## src/rtl/i2c_seq_pkg.sv

```systemverilog
package i2c_seq_pkg;
    typedef enum logic [3:0] {
        ST_IDLE, ST_HDR, ST_HDR_ACK, ST_LO_ACK, ST_RHDR,
        ST_RHDR_ACK, ST_TX, ST_TX_ACK, ST_RX, ST_STOP
    } seq_st_e;

    typedef enum logic [2:0] {
        RES_IDLE = 3'd0, RES_RUN = 3'd1, RES_DONE = 3'd2, RES_NACK = 3'd3,
        RES_ARB = 3'd4, RES_BUSERR = 3'd5, RES_USAGE = 3'd6
    } seq_res_e;

    typedef enum logic [1:0] {
        KIND_WR = 2'd0, KIND_RD = 2'd1, KIND_WRRD = 2'd2, KIND_BAD = 2'd3
    } seq_kind_e;
endpackage

```

## src/rtl/i2c_seq_hdr.sv

```systemverilog
module i2c_seq_hdr (
    input  logic       ten_bit,
    input  logic [1:0] addr_hi,
    input  logic [6:0] addr_7,
    input  logic       dir_rd,
    output logic [7:0] hdr
);
    localparam logic [4:0] TEN_TAG = 5'b11110;

    always_comb begin
        if (ten_bit) hdr = {TEN_TAG, addr_hi, dir_rd};
        else         hdr = {addr_7, dir_rd};
    end
endmodule

```

## src/rtl/i2c_seq_bytecnt.sv

```systemverilog
module i2c_seq_bytecnt #(
    parameter int W = 8
) (
    input  logic         clk,
    input  logic         rst_n,
    input  logic         load,
    input  logic [W-1:0] load_val,
    input  logic         dec,
    output logic [W-1:0] cnt,
    output logic         is_zero,
    output logic         is_one
);
    localparam logic [W-1:0] ONE = W'(1);

    logic [W-1:0] cnt_d, cnt_q;

    always_comb begin
        cnt_d = cnt_q;
        if (load)     cnt_d = load_val;
        else if (dec) cnt_d = cnt_q - ONE;
    end

    always_ff @(posedge clk or negedge rst_n) begin
        if (!rst_n) cnt_q <= '0;
        else        cnt_q <= cnt_d;
    end

    assign cnt     = cnt_q;
    assign is_zero = (cnt_q == '0);
    assign is_one  = (cnt_q == ONE);

    // a byte is never consumed past the programmed length
    p_cnt_nowrap_r5: assert property (@(posedge clk) disable iff (!rst_n)
        (dec && !load) |-> (cnt_q != '0));
endmodule

```

## src/rtl/i2c_xfer_seq.sv

```systemverilog
module i2c_xfer_seq
    import i2c_seq_pkg::*;
#(
    parameter int LEN_W = 8
) (
    input  logic             clk,
    input  logic             rst_n,
    input  logic             start,
    input  logic [1:0]       xfer_kind,
    input  logic             ten_bit,
    input  logic [9:0]       addr,
    input  logic [LEN_W-1:0] wr_len,
    input  logic [LEN_W-1:0] rd_len,
    input  logic [7:0]       wr_byte,
    output logic             wr_take,
    output logic [7:0]       rd_byte,
    output logic             rd_put,
    input  logic             core_busy,
    input  logic             core_ack,
    input  logic             core_nack,
    input  logic             core_rx_valid,
    input  logic [7:0]       core_rx_byte,
    input  logic             core_stop_done,
    input  logic             core_arb_lost,
    input  logic             core_bus_err,
    output logic             do_start,
    output logic             do_stop,
    output logic             do_ack,
    output logic             do_nack,
    output logic             do_abort,
    output logic             do_flush,
    output logic [7:0]       tx_byte,
    output logic             tx_load,
    output logic             busy,
    output logic [2:0]       result
);
    localparam logic [LEN_W-1:0] TWO = LEN_W'(2);

    typedef struct packed {
        seq_st_e   st;
        seq_res_e  res;
        seq_res_e  fin;
        seq_kind_e kind;
        logic      ten;
        logic [9:0] addr;
    } seq_regs_t;

    seq_regs_t r_d, r_q;

    logic             cnt_load, cnt_dec, cnt_zero, cnt_one;
    logic [LEN_W-1:0] cnt_val, cnt;
    logic             hdr_rd;
    logic [7:0]       hdr_byte;
    logic             bad_req;
    seq_kind_e        kind_in;

    assign kind_in = seq_kind_e'(xfer_kind);
    assign bad_req = (kind_in == KIND_BAD) ||
                     ((kind_in != KIND_WR) && (rd_len == '0));

    i2c_seq_hdr u_hdr (
        .ten_bit (r_q.ten),
        .addr_hi (r_q.addr[9:8]),
        .addr_7  (r_q.addr[7:1]),
        .dir_rd  (hdr_rd),
        .hdr     (hdr_byte)
    );

    i2c_seq_bytecnt #(.W(LEN_W)) u_cnt (
        .clk      (clk),
        .rst_n    (rst_n),
        .load     (cnt_load),
        .load_val (cnt_val),
        .dec      (cnt_dec),
        .cnt      (cnt),
        .is_zero  (cnt_zero),
        .is_one   (cnt_one)
    );

    always_comb begin
        r_d      = r_q;
        do_start = 1'b0; do_stop = 1'b0; do_ack  = 1'b0; do_nack = 1'b0;
        do_abort = 1'b0; do_flush = 1'b0; tx_load = 1'b0; tx_byte = 8'h00;
        wr_take  = 1'b0; rd_put  = 1'b0;
        cnt_load = 1'b0; cnt_dec = 1'b0; cnt_val = wr_len;
        hdr_rd   = 1'b0;

        case (r_q.st)
            ST_IDLE: if (start) begin
                if (bad_req) begin
                    r_d.res = RES_USAGE;
                end else begin
                    r_d.st   = ST_HDR;
                    r_d.res  = RES_RUN;
                    r_d.fin  = RES_DONE;
                    r_d.kind = kind_in;
                    r_d.ten  = ten_bit;
                    r_d.addr = addr;
                    do_flush = 1'b1;
                    do_abort = core_busy;
                    cnt_load = 1'b1;
                    cnt_val  = (kind_in == KIND_RD) ? rd_len : wr_len;
                end
            end
            ST_HDR: begin
                hdr_rd   = !r_q.ten && (r_q.kind == KIND_RD);
                do_start = 1'b1;
                tx_load  = 1'b1;
                tx_byte  = hdr_byte;
                r_d.st   = ST_HDR_ACK;
            end
            ST_HDR_ACK, ST_LO_ACK, ST_RHDR_ACK, ST_TX_ACK: begin
                if (core_nack) begin
                    do_stop = 1'b1;
                    r_d.fin = RES_NACK;
                    r_d.st  = ST_STOP;
                end else if (core_ack) begin
                    if (r_q.st == ST_HDR_ACK && r_q.ten) begin
                        tx_load = 1'b1;
                        tx_byte = r_q.addr[7:0];
                        r_d.st  = ST_LO_ACK;
                    end else if (r_q.st == ST_LO_ACK) begin
                        r_d.st = (r_q.kind == KIND_RD) ? ST_RHDR : ST_TX;
                    end else if (r_q.st == ST_TX_ACK) begin
                        r_d.st = ST_TX;
                    end else if (r_q.st == ST_RHDR_ACK || r_q.kind == KIND_RD) begin
                        r_d.st  = ST_RX;
                        do_nack = cnt_one;
                    end else begin
                        r_d.st = ST_TX;
                    end
                end
            end
            ST_RHDR: begin
                hdr_rd   = 1'b1;
                do_start = 1'b1;
                tx_load  = 1'b1;
                tx_byte  = hdr_byte;
                r_d.st   = ST_RHDR_ACK;
            end
            ST_TX: begin
                if (!cnt_zero) begin
                    tx_load = 1'b1;
                    tx_byte = wr_byte;
                    wr_take = 1'b1;
                    cnt_dec = 1'b1;
                    r_d.st  = ST_TX_ACK;
                end else if (r_q.kind == KIND_WRRD) begin
                    cnt_load = 1'b1;
                    cnt_val  = rd_len;
                    r_d.st   = ST_RHDR;
                end else begin
                    do_stop = 1'b1;
                    r_d.st  = ST_STOP;
                end
            end
            ST_RX: if (core_rx_valid) begin
                rd_put  = 1'b1;
                cnt_dec = 1'b1;
                if (cnt_one) begin
                    do_stop = 1'b1;
                    r_d.st  = ST_STOP;
                end else if (cnt == TWO) begin
                    do_nack = 1'b1;
                end else begin
                    do_ack = 1'b1;
                end
            end
            ST_STOP: if (core_stop_done) begin
                r_d.st  = ST_IDLE;
                r_d.res = r_q.fin;
            end
            default: r_d.st = ST_IDLE;
        endcase

        // errors override everything else while a transfer runs
        if (r_q.st != ST_IDLE && (core_arb_lost || core_bus_err)) begin
            r_d.st   = ST_IDLE;
            r_d.res  = core_arb_lost ? RES_ARB : RES_BUSERR;
            do_start = 1'b0; do_stop = 1'b0; do_ack = 1'b0; do_nack = 1'b0;
            tx_load  = 1'b0; wr_take = 1'b0; rd_put = 1'b0;
            cnt_dec  = 1'b0; cnt_load = 1'b0;
        end
    end

    always_ff @(posedge clk or negedge rst_n) begin
        if (!rst_n) begin
            r_q <= '{st: ST_IDLE, res: RES_IDLE, fin: RES_IDLE,
                     kind: KIND_WR, ten: 1'b0, addr: '0};
        end else begin
            r_q <= r_d;
        end
    end

    assign rd_byte = core_rx_byte;
    assign busy    = (r_q.st != ST_IDLE);
    assign result  = r_q.res;

    // at most one response command per cycle
    p_one_resp_r7: assert property (@(posedge clk) disable iff (!rst_n)
        $onehot0({do_ack, do_nack, do_stop}));
    // any start-with-header in 10-bit mode carries the 10-bit tag
    p_hdr_tag_r3: assert property (@(posedge clk) disable iff (!rst_n)
        (do_start && tx_load && r_q.ten) |-> (tx_byte[7:3] == 5'b11110));
    // a write byte is consumed only when it is loaded
    p_take_load_r5: assert property (@(posedge clk) disable iff (!rst_n)
        wr_take |-> tx_load);
    // rejected requests leave the block idle with a usage fault
    p_usage_r9: assert property (@(posedge clk) disable iff (!rst_n)
        (!busy && start && bad_req) |=> (!busy && result == RES_USAGE));
    // errors abort immediately, arbitration loss ranked first
    p_err_abort_r10: assert property (@(posedge clk) disable iff (!rst_n)
        (busy && (core_arb_lost || core_bus_err)) |=> !busy);
    p_arb_code_r10: assert property (@(posedge clk) disable iff (!rst_n)
        (busy && core_arb_lost) |=> (result == RES_ARB));
    // without stop-done or error the transfer keeps running
    p_wait_stop_r11: assert property (@(posedge clk) disable iff (!rst_n)
        (busy && !core_stop_done && !core_arb_lost && !core_bus_err) |=> busy);
    // idle without start keeps the result
    p_hold_r13: assert property (@(posedge clk) disable iff (!rst_n)
        (!busy && !start) |=> $stable(result));
endmodule

```

## config.mk

```make
export PLATFORM = sky130hd
export DESIGN_NAME = i2c_xfer_seq
export DESIGN_NICKNAME = d
export VERILOG_FILES = /design/src/rtl/i2c_seq_pkg.sv /design/src/rtl/i2c_seq_hdr.sv /design/src/rtl/i2c_seq_bytecnt.sv /design/src/rtl/i2c_xfer_seq.sv
export SDC_FILE = /design/constraint.sdc
export NUM_CORES = 1
export LEC_CHECK = 0
export ABC_AREA = 1
export BUFFER_PORTS_ARGS = -buffer_cell sky130_fd_sc_hd__buf_2
export CORE_ASPECT_RATIO = 1.5
export CORE_MARGIN = 2
export CORE_UTILIZATION = 55
export DETAILED_ROUTE_END_ITERATION = 10
export GPL_TIMING_DRIVEN = 0
export PLACE_DENSITY = 0.94
export SLEW_MARGIN = 10
export SYNTH_ARGS = -nofsm -noshare
export SYNTH_HDL_FRONTEND = slang
export SYNTH_SLANG_ARGS = --single-unit
```

## constraint.sdc

```tcl
create_clock -name clk -period 3.9 [get_ports clk]
set_input_delay 0.195 -clock clk [delete_from_list [all_inputs] [get_ports clk]]
set_output_delay 0.195 -clock clk [all_outputs]
set_load 0.01 [all_outputs]
```

==> impl_metrics.py, run 1 <==
metrics = {
    "outcome": {
        "status": "complete, but fails checks",
        "violations": "design-rule violations",
    },
    "die": {
        "ioPinCount": 84,
        "dieArea_mm2": 0.005049,
        "die_x_um": 58.69,
        "rows": 29,
        "die_height_um": 86.03,
        "start_util_pct": 57.63,
        "core-area_mm2": 0.004282,
    },
    "grt": {
        "antenna_found_initial": 0,
        "grt_overflow": 0,
        "grt_pass1_vias": 2644,
        "grt_first_pass_wirelength_um": 11190,
        "grt_use_total_pct": 28.58,
        "grt_max_degree": 31,
    },
    "synth": {
        "synthCells": 379,
        "synthTopCellsByArea": "dfrtp_1, nand2_1, inv_1",
        "synthMostInstantiatedCell": "nand2_1",
        "synth_xor_area_share_pct": 2.130,
        "synth_area_mm2": 0.002467,
        "synthTopCellsByCount": "nand2_1, inv_1, nor2_1",
        "synth_cell_types": 35,
        "synth_top_family_by_area": "simple AND/OR/NAND/NOR gates",
        "synthAdderAreaFrac_pct": 1.521,
        "syn_nets": 437,
        "yosysTopAreaCell": "dfrtp_1",
        "synth-compound-area-share_pct": 14.76,
        "ys_ff_latch": 30,
        "synth_top_area_share_pct": 30.43,
        "synth_edf_count": 0,
        "syn_area_per_cell_um2": 6.510,
        "synth_simple_gate_area_share_pct": 36.66,
        "ys_warn_count": 0,
        "synthArstFlopShare_pct": 100.0,
        "synth_mux_area_share_pct": 0,
        "synthFlopType": "dfrtp_1",
        "synth-seq-area-share_pct": 30.43,
    },
    "critical_path": {
        "required_ns": 3.70,
        "setup.worst_path.class": "flop to output port",
        "path_max_fanout": 10,
        "endpoint_kind": "output port",
        "worstPathArrival_ns": 2.07,
        "r2r_cells": 11,
        "start_kind": "flop",
    },
    "drt": {
        "via_count": 2702,
        "ant_nets": 0,
        "drtIter0Drc": 108,
        "wl_um": 6650,
        "drt-pass1-iter-count": 8,
        "wl_per_cell_um": 13.09,
        "drc": 3,
        "via_per_inst": 5.319,
    },
    "timing": {
        "maxSlewViolCount": 0,
        "tightest_slew_ns": 0.6968,
        "hold_viol_final": 0,
        "timing.setup.tns_ns": 0,
        "fmaxAchievable_mhz": 441.5,
        "fin_skew_ns": 0.003274,
        "period_share_pct": 58.08,
        "setup_viol": 0,
        "rsz0062_at_grt": "no",
        "slew_headroom_pct": 53.54,
        "fin_crit_ns": 2.265,
    },
    "finish": {
        "diodes": 0,
        "layout.nets": 520,
        "fin_area_mm2": 0.002987,
        "area_delta_synth_final_pct": 21.04,
        "drive_above_1_share_pct": 26.84,
    },
    "worst_hold_path": {
        "min_path_cells": 3,
        "hold_path.class": "primary input to flop",
    },
    "cts": {
        "cts_tree": "done",
        "h-tree-depth": 2,
        "clock-sinks": 30,
        "hold_buffers": 1,
        "post-cts-setup-buffer-count": 0,
        "cts_repair_resize_count": 0,
        "clock_latency_ns": 0.28,
        "root_buffer": "clkbuf_8",
        "numCtsBuffers": 5,
        "clkTransAtPathRegs_ns": 0.06,
        "cts.path.max_buffers": 2,
    },
    "flow_run": {
        "cap_violations": 0,
    },
    "power": {
        "p_leak_nw": 1.673,
        "power_density_mw_per_mm2": 657.4,
        "ir_drop_mv": 0.4010,
    },
    "placement": {
        "port_buffers": 75,
        "dpl_cell_area_mm2": 0.002900,
        "dp_hpwl_um": 5390,
        "routabilityCongestion": 0.9085,
    },
}
-- power breakdown --
| group | total (mW) | internal [mW] | switching [mW] | leakage, nW |
|---|---|---|---|---|
| clock | 0.233 | 0.123 | 0.111 | 0.0383 |
| combinational | 1.18 | 0.423 | 0.758 | 1.27 |
| sequential | 0.549 | 0.450 | 0.0987 | 0.368 |
| total | 1.96 | 0.996 | 0.968 | 1.67 |
-- layout by cell type (no fill, tap or decap), types with 2 or more instances in the layout --
cell type,n
nor2_4,5
clkbuf_8,5
o21ai_1,8
nand2_2,2
nor2_1,45
ha_1,3
nor3_1,3
nor2_2,3
nand3_1,30
o211ai_1,5
clkbuf_1,3
o221ai_1,3
buf_2,77
xnor2_1,2
inv_1,55
nand4_1,6
dfrtp_1,30
o21ai_0,32
nand2_4,2
xor2_1,4
nand2_1,94
nand3b_1,2
buf_4,11
a21oi_1,10
inv_2,10
-- state kept, by name, summed over array words and instances (netlist names) --
signal	flops
u_cnt.cnt	8
r_q	19
result	3
-- routing by layer --
layer / up-vias / part of all wire [%] / GRT usage, %
li1: 1363 / - / -
met3: 20 / 4.3 / 4.072
met2: 90 / 56 / 52.71
met1: 1229 / 37 / 30.85
met4: 0 / 3.3 / 13.84
met5: - / 0 / 0
-- cell families (layout without fill, tap and decap cells) --
kind of cell	after synthesis	after routing
AND/OR/NAND/NOR	196	196
adder cells (fa/ha/maj)	3	3
flip-flops	30	30
buffers and inverters	81	164
XOR/XNOR	6	6
AO/OA/AOI/OAI	63	63
-- area by class of cell --
class	instances	area, um2
Multi-Input combinational cell	268	1359
Buffer	15	107.6
Sequential cell	30	750.7
Tap cell	46	57.56
Fill cell	386	1295
Inverter	66	250.2
Timing Repair Buffer	76	385.4
Clock buffer	7	76.32
-- critical path, cell delays in order (launching register included) --
cell	delay, ns
dfrtp_1	0.40
inv_1	0.14
ha_1	0.25
nand2_2	0.12
nor2_4	0.20
inv_1	0.10
nand2_2	0.10
inv_2	0.10
o21ai_0	0.18
inv_1	0.07
buf_2	0.14
-- worst paths after layout --
check | from | endpoint | slack (ns)
worst max-delay path | u_cnt.cnt[0]$_DFFE_PN0P_ | tx_load | 1.64
worst min register to register | r_q[14]$_DFFE_PN0P_ | r_q[14]$_DFFE_PN0P_ | 0.48
worst min-delay path | addr[7] | r_q[7]$_DFFE_PN0N_ | 0.12
max in group asynchronous | rst_n | r_q[7]$_DFFE_PN0N_ | 2.96
worst max register to register | u_cnt.cnt[0]$_DFFE_PN0P_ | u_cnt.cnt[3]$_DFFE_PN0P_ | 1.93
min in group asynchronous | rst_n | r_q[4]$_DFFE_PN0N_ | 0.50
-- through the flow --
stage	total power [mW]	setup slack, ns	hold WS (ns)	util (%)	instances
final	1.963	1.635	0.1227	69.75	508
after global routing	2.141	1.402	0.1277	69.75	508
after CTS	1.958	1.625	0.1198	69.75	508
after detailed placement	1.716	1.966	0.2768	67.74	500
after global placement	1.673	1.984	0.2635	67.74	500
after floorplan	1.393	2.247	-0.1006	-	379
Power figures use the tool's default switching activity.
==> run 2: changes to the inputs <==
--- a/config.mk
+++ b/config.mk
@@ -9,10 +9,10 @@
 export BUFFER_PORTS_ARGS = -buffer_cell sky130_fd_sc_hd__buf_2
 export CORE_ASPECT_RATIO = 1.5
 export CORE_MARGIN = 2
-export CORE_UTILIZATION = 55
+export CORE_UTILIZATION = 51
 export DETAILED_ROUTE_END_ITERATION = 10
 export GPL_TIMING_DRIVEN = 0
-export PLACE_DENSITY = 0.94
+export PLACE_DENSITY = 0.89
 export SLEW_MARGIN = 10
 export SYNTH_ARGS = -nofsm -noshare
 export SYNTH_HDL_FRONTEND = slang
==> constraint.sdc (replaced) <==
create_clock -name clk -period 2.25 [get_ports clk]
set_input_delay 0.1125 -clock clk [delete_from_list [all_inputs] [get_ports clk]]
set_output_delay 0.1125 -clock clk [all_outputs]
set_load 0.01 [all_outputs]
==> impl_metrics.py, run 2 (same netlist as run 1, synthesis figures left out) <==
metrics = {
    "drt": {
        "drtIter0Drc": 130,
        "via_count": 2663,
        "wl_per_cell_um": 12.43,
        "wl_um": 6551,
        "drt-pass1-iter-count": 4,
        "via_per_inst": 5.053,
        "drc": 0,
        "ant_nets": 0,
    },
    "critical_path": {
        "start_kind": "flop",
        "slowest_stage": "dfrtp_1",
        "r2r_end": "u_cnt.cnt[6]$_DFFE_PN0P_",
        "path_common_cell": "buf_2",
        "worstPathArrival_ns": 1.96,
        "reg2reg_slack_ns": 0.37,
        "required_ns": 2.14,
        "reg2reg_from": "u_cnt.cnt[0]$_DFFE_PN0P_",
        "worstPathCellList": "nor2_2 -> nand2_4 -> nor2_4 -> nand3_4 -> inv_1 -> buf_2 -> buf_2",
        "worstSetupStartpoint": "r_q[22]$_DFFE_PN0P_",
        "slowest_delay_ns": 0.42,
        "endpoint_kind": "output port",
        "setup.worst_path.class": "flop to output port",
        "crit_family": "simple AND/OR/NAND/NOR gates",
        "r2r_cells": 11,
        "path_buf_inv": 3,
        "path_max_fanout": 10,
    },
    "finish": {
        "diodes": 0,
        "final_cell_mix": "nand2_1, buf_2, inv_1, nor2_1, o21ai_0",
        "largest_reg_flops": 19,
        "area_delta_synth_final_pct": 22.57,
        "top_register": "r_q",
        "fin_area_mm2": 0.003024,
        "layout.nets": 520,
        "layout_commonest_cell": "nand2_1",
        "drive_above_1_share_pct": 27.77,
    },
    "power": {
        "clockPowerShare_pct": 12.5,
        "power_density_mw_per_mm2": 1134,
        "p_int_mw": 1.756,
        "p_switching_mw": 1.675,
        "seqPwrFrac_pct": 27.6,
        "pwr-share-comb_pct": 59.9,
        "swShare_pct": 48.81,
        "p_leak_nw": 1.679,
        "ir_drop_mv": 0.6333,
    },
    "grt": {
        "grt_overflow": 0,
        "grt_use_total_pct": 25.61,
        "antenna_found_initial": 0,
        "grt_first_pass_wirelength_um": 10520,
        "grt_max_degree": 31,
        "grt_pass1_vias": 2479,
    },
    "cts": {
        "numCtsBuffers": 5,
        "clock_latency_ns": 0.28,
        "cts.path.max_buffers": 2,
        "clock-sinks": 30,
        "h-tree-depth": 2,
        "root_buffer": "clkbuf_8",
        "clkTransAtPathRegs_ns": 0.06,
        "cts_tree": "done",
        "post-cts-setup-buffer-count": 0,
    },
    "timing": {
        "hold_viol_final": 0,
        "tightest_slew_ns": 0.6985,
        "maxSlewViolCount": 0,
        "rsz0062_at_grt": "no",
        "period_share_pct": 91.92,
        "fin_crit_ns": 2.068,
        "fin_skew_ns": 0.007857,
        "timing.setup.tns_ns": 0,
        "setup_viol": 0,
        "slew_headroom_pct": 53.44,
        "fmaxAchievable_mhz": 483.5,
    },
    "worst_hold_path": {
        "min_path_cells": 3,
        "hp-start": "addr[9]",
        "hold_path.class": "primary input to flop",
        "hold-path-endpoint": "r_q[9]$_DFFE_PN0N_",
    },
    "placement": {
        "port_buffers": 75,
        "dp_hpwl_um": 5267,
        "dpl_cell_area_mm2": 0.002925,
        "routabilityCongestion": 0.9577,
    },
    "die": {
        "dieArea_mm2": 0.005422,
        "start_util_pct": 52.14,
        "die_x_um": 60.79,
        "rows": 31,
        "ioPinCount": 84,
        "die_height_um": 89.19,
        "core-area_mm2": 0.004732,
    },
    "flow_run": {
        "cap_violations": 0,
    },
    "outcome": {
        "status": "completed",
    },
}
## run 2: cell type report
| type | instances | area, um2 |
|---|---|---|
| buffer | 15 | 108.9 |
| multi-input combinational | 268 | 1364 |
| inverter | 66 | 250.2 |
| tap | 66 | 82.58 |
| clock buffer | 6 | 82.58 |
| sequential | 30 | 750.7 |
| fill | 461 | 1708 |
| timing repair buffer | 76 | 385.4 |
## run 2: how the worst max path moves through the flow
| stage | to | slack [ns] | depth (start not counted) |
|---|---|---|---|
| after floorplan | u_cnt.cnt[0]$_DFFE_PN0P_ | 0.60 | 11 |
| after global placement | do_nack | 0.35 | 7 |
| after detailed placement | do_nack | 0.35 | 7 |
| after CTS | do_nack | 0.03 | 7 |
| after global routing | do_nack | 0.003 | 7 |
| final | do_flush | 0.18 | 7 |
## run 2: power by group through the flow
stage                     combinational, mW  sequential (mW)  clock (mW)
after CTS                              2.04            0.946       0.438
after global routing                   2.34            0.977       0.451
after global placement                 1.98            0.945           0
final                                  2.05            0.947       0.429
after floorplan                        1.50            0.914           0
after detailed placement               2.03            0.955           0
## run 2: per-layer routing
layer	up-vias	wire [um]	GRT usage (%)
met5	-	0	0
met4	0	175	11.26
met3	15	261	3.907
met2	76	3601	46.92
met1	1211	2513	28.29
li1	1361	-	-
## run 2: what timing repair did
item / CTS / global route
hold buffers: 1 / 0
endpoints found under the setup margin: 0 / 8
resized for setup: 0 / 5
endpoints found under the hold margin: 30 / 0
## run 2: worst reg2reg max path, delay by kind of cell, from the launching register on
family	cells	cell delay, ns
flip-flops	1	0.40
adder cells (fa/ha/maj)	1	0.24
AO/OA/AOI/OAI	2	0.12
buffers and inverters	3	0.30
AND/OR/NAND/NOR	5	0.71
## run 2: metrics by stage
stage / utilization (%) / setup WS, ns / hold slack, ns / instances / total power, mW
after floorplan: - / 0.5973 / -0.1831 / 379 / 2.415
after global placement: 61.82 / 0.3472 / 0.1799 / 520 / 2.929
after detailed placement: 61.82 / 0.3469 / 0.1932 / 520 / 2.983
after CTS: 63.78 / 0.03040 / 0.03687 / 527 / 3.426
after global routing: 63.91 / 0.002508 / 0.05341 / 527 / 3.771
final: 63.91 / 0.1818 / 0.03860 / 527 / 3.431
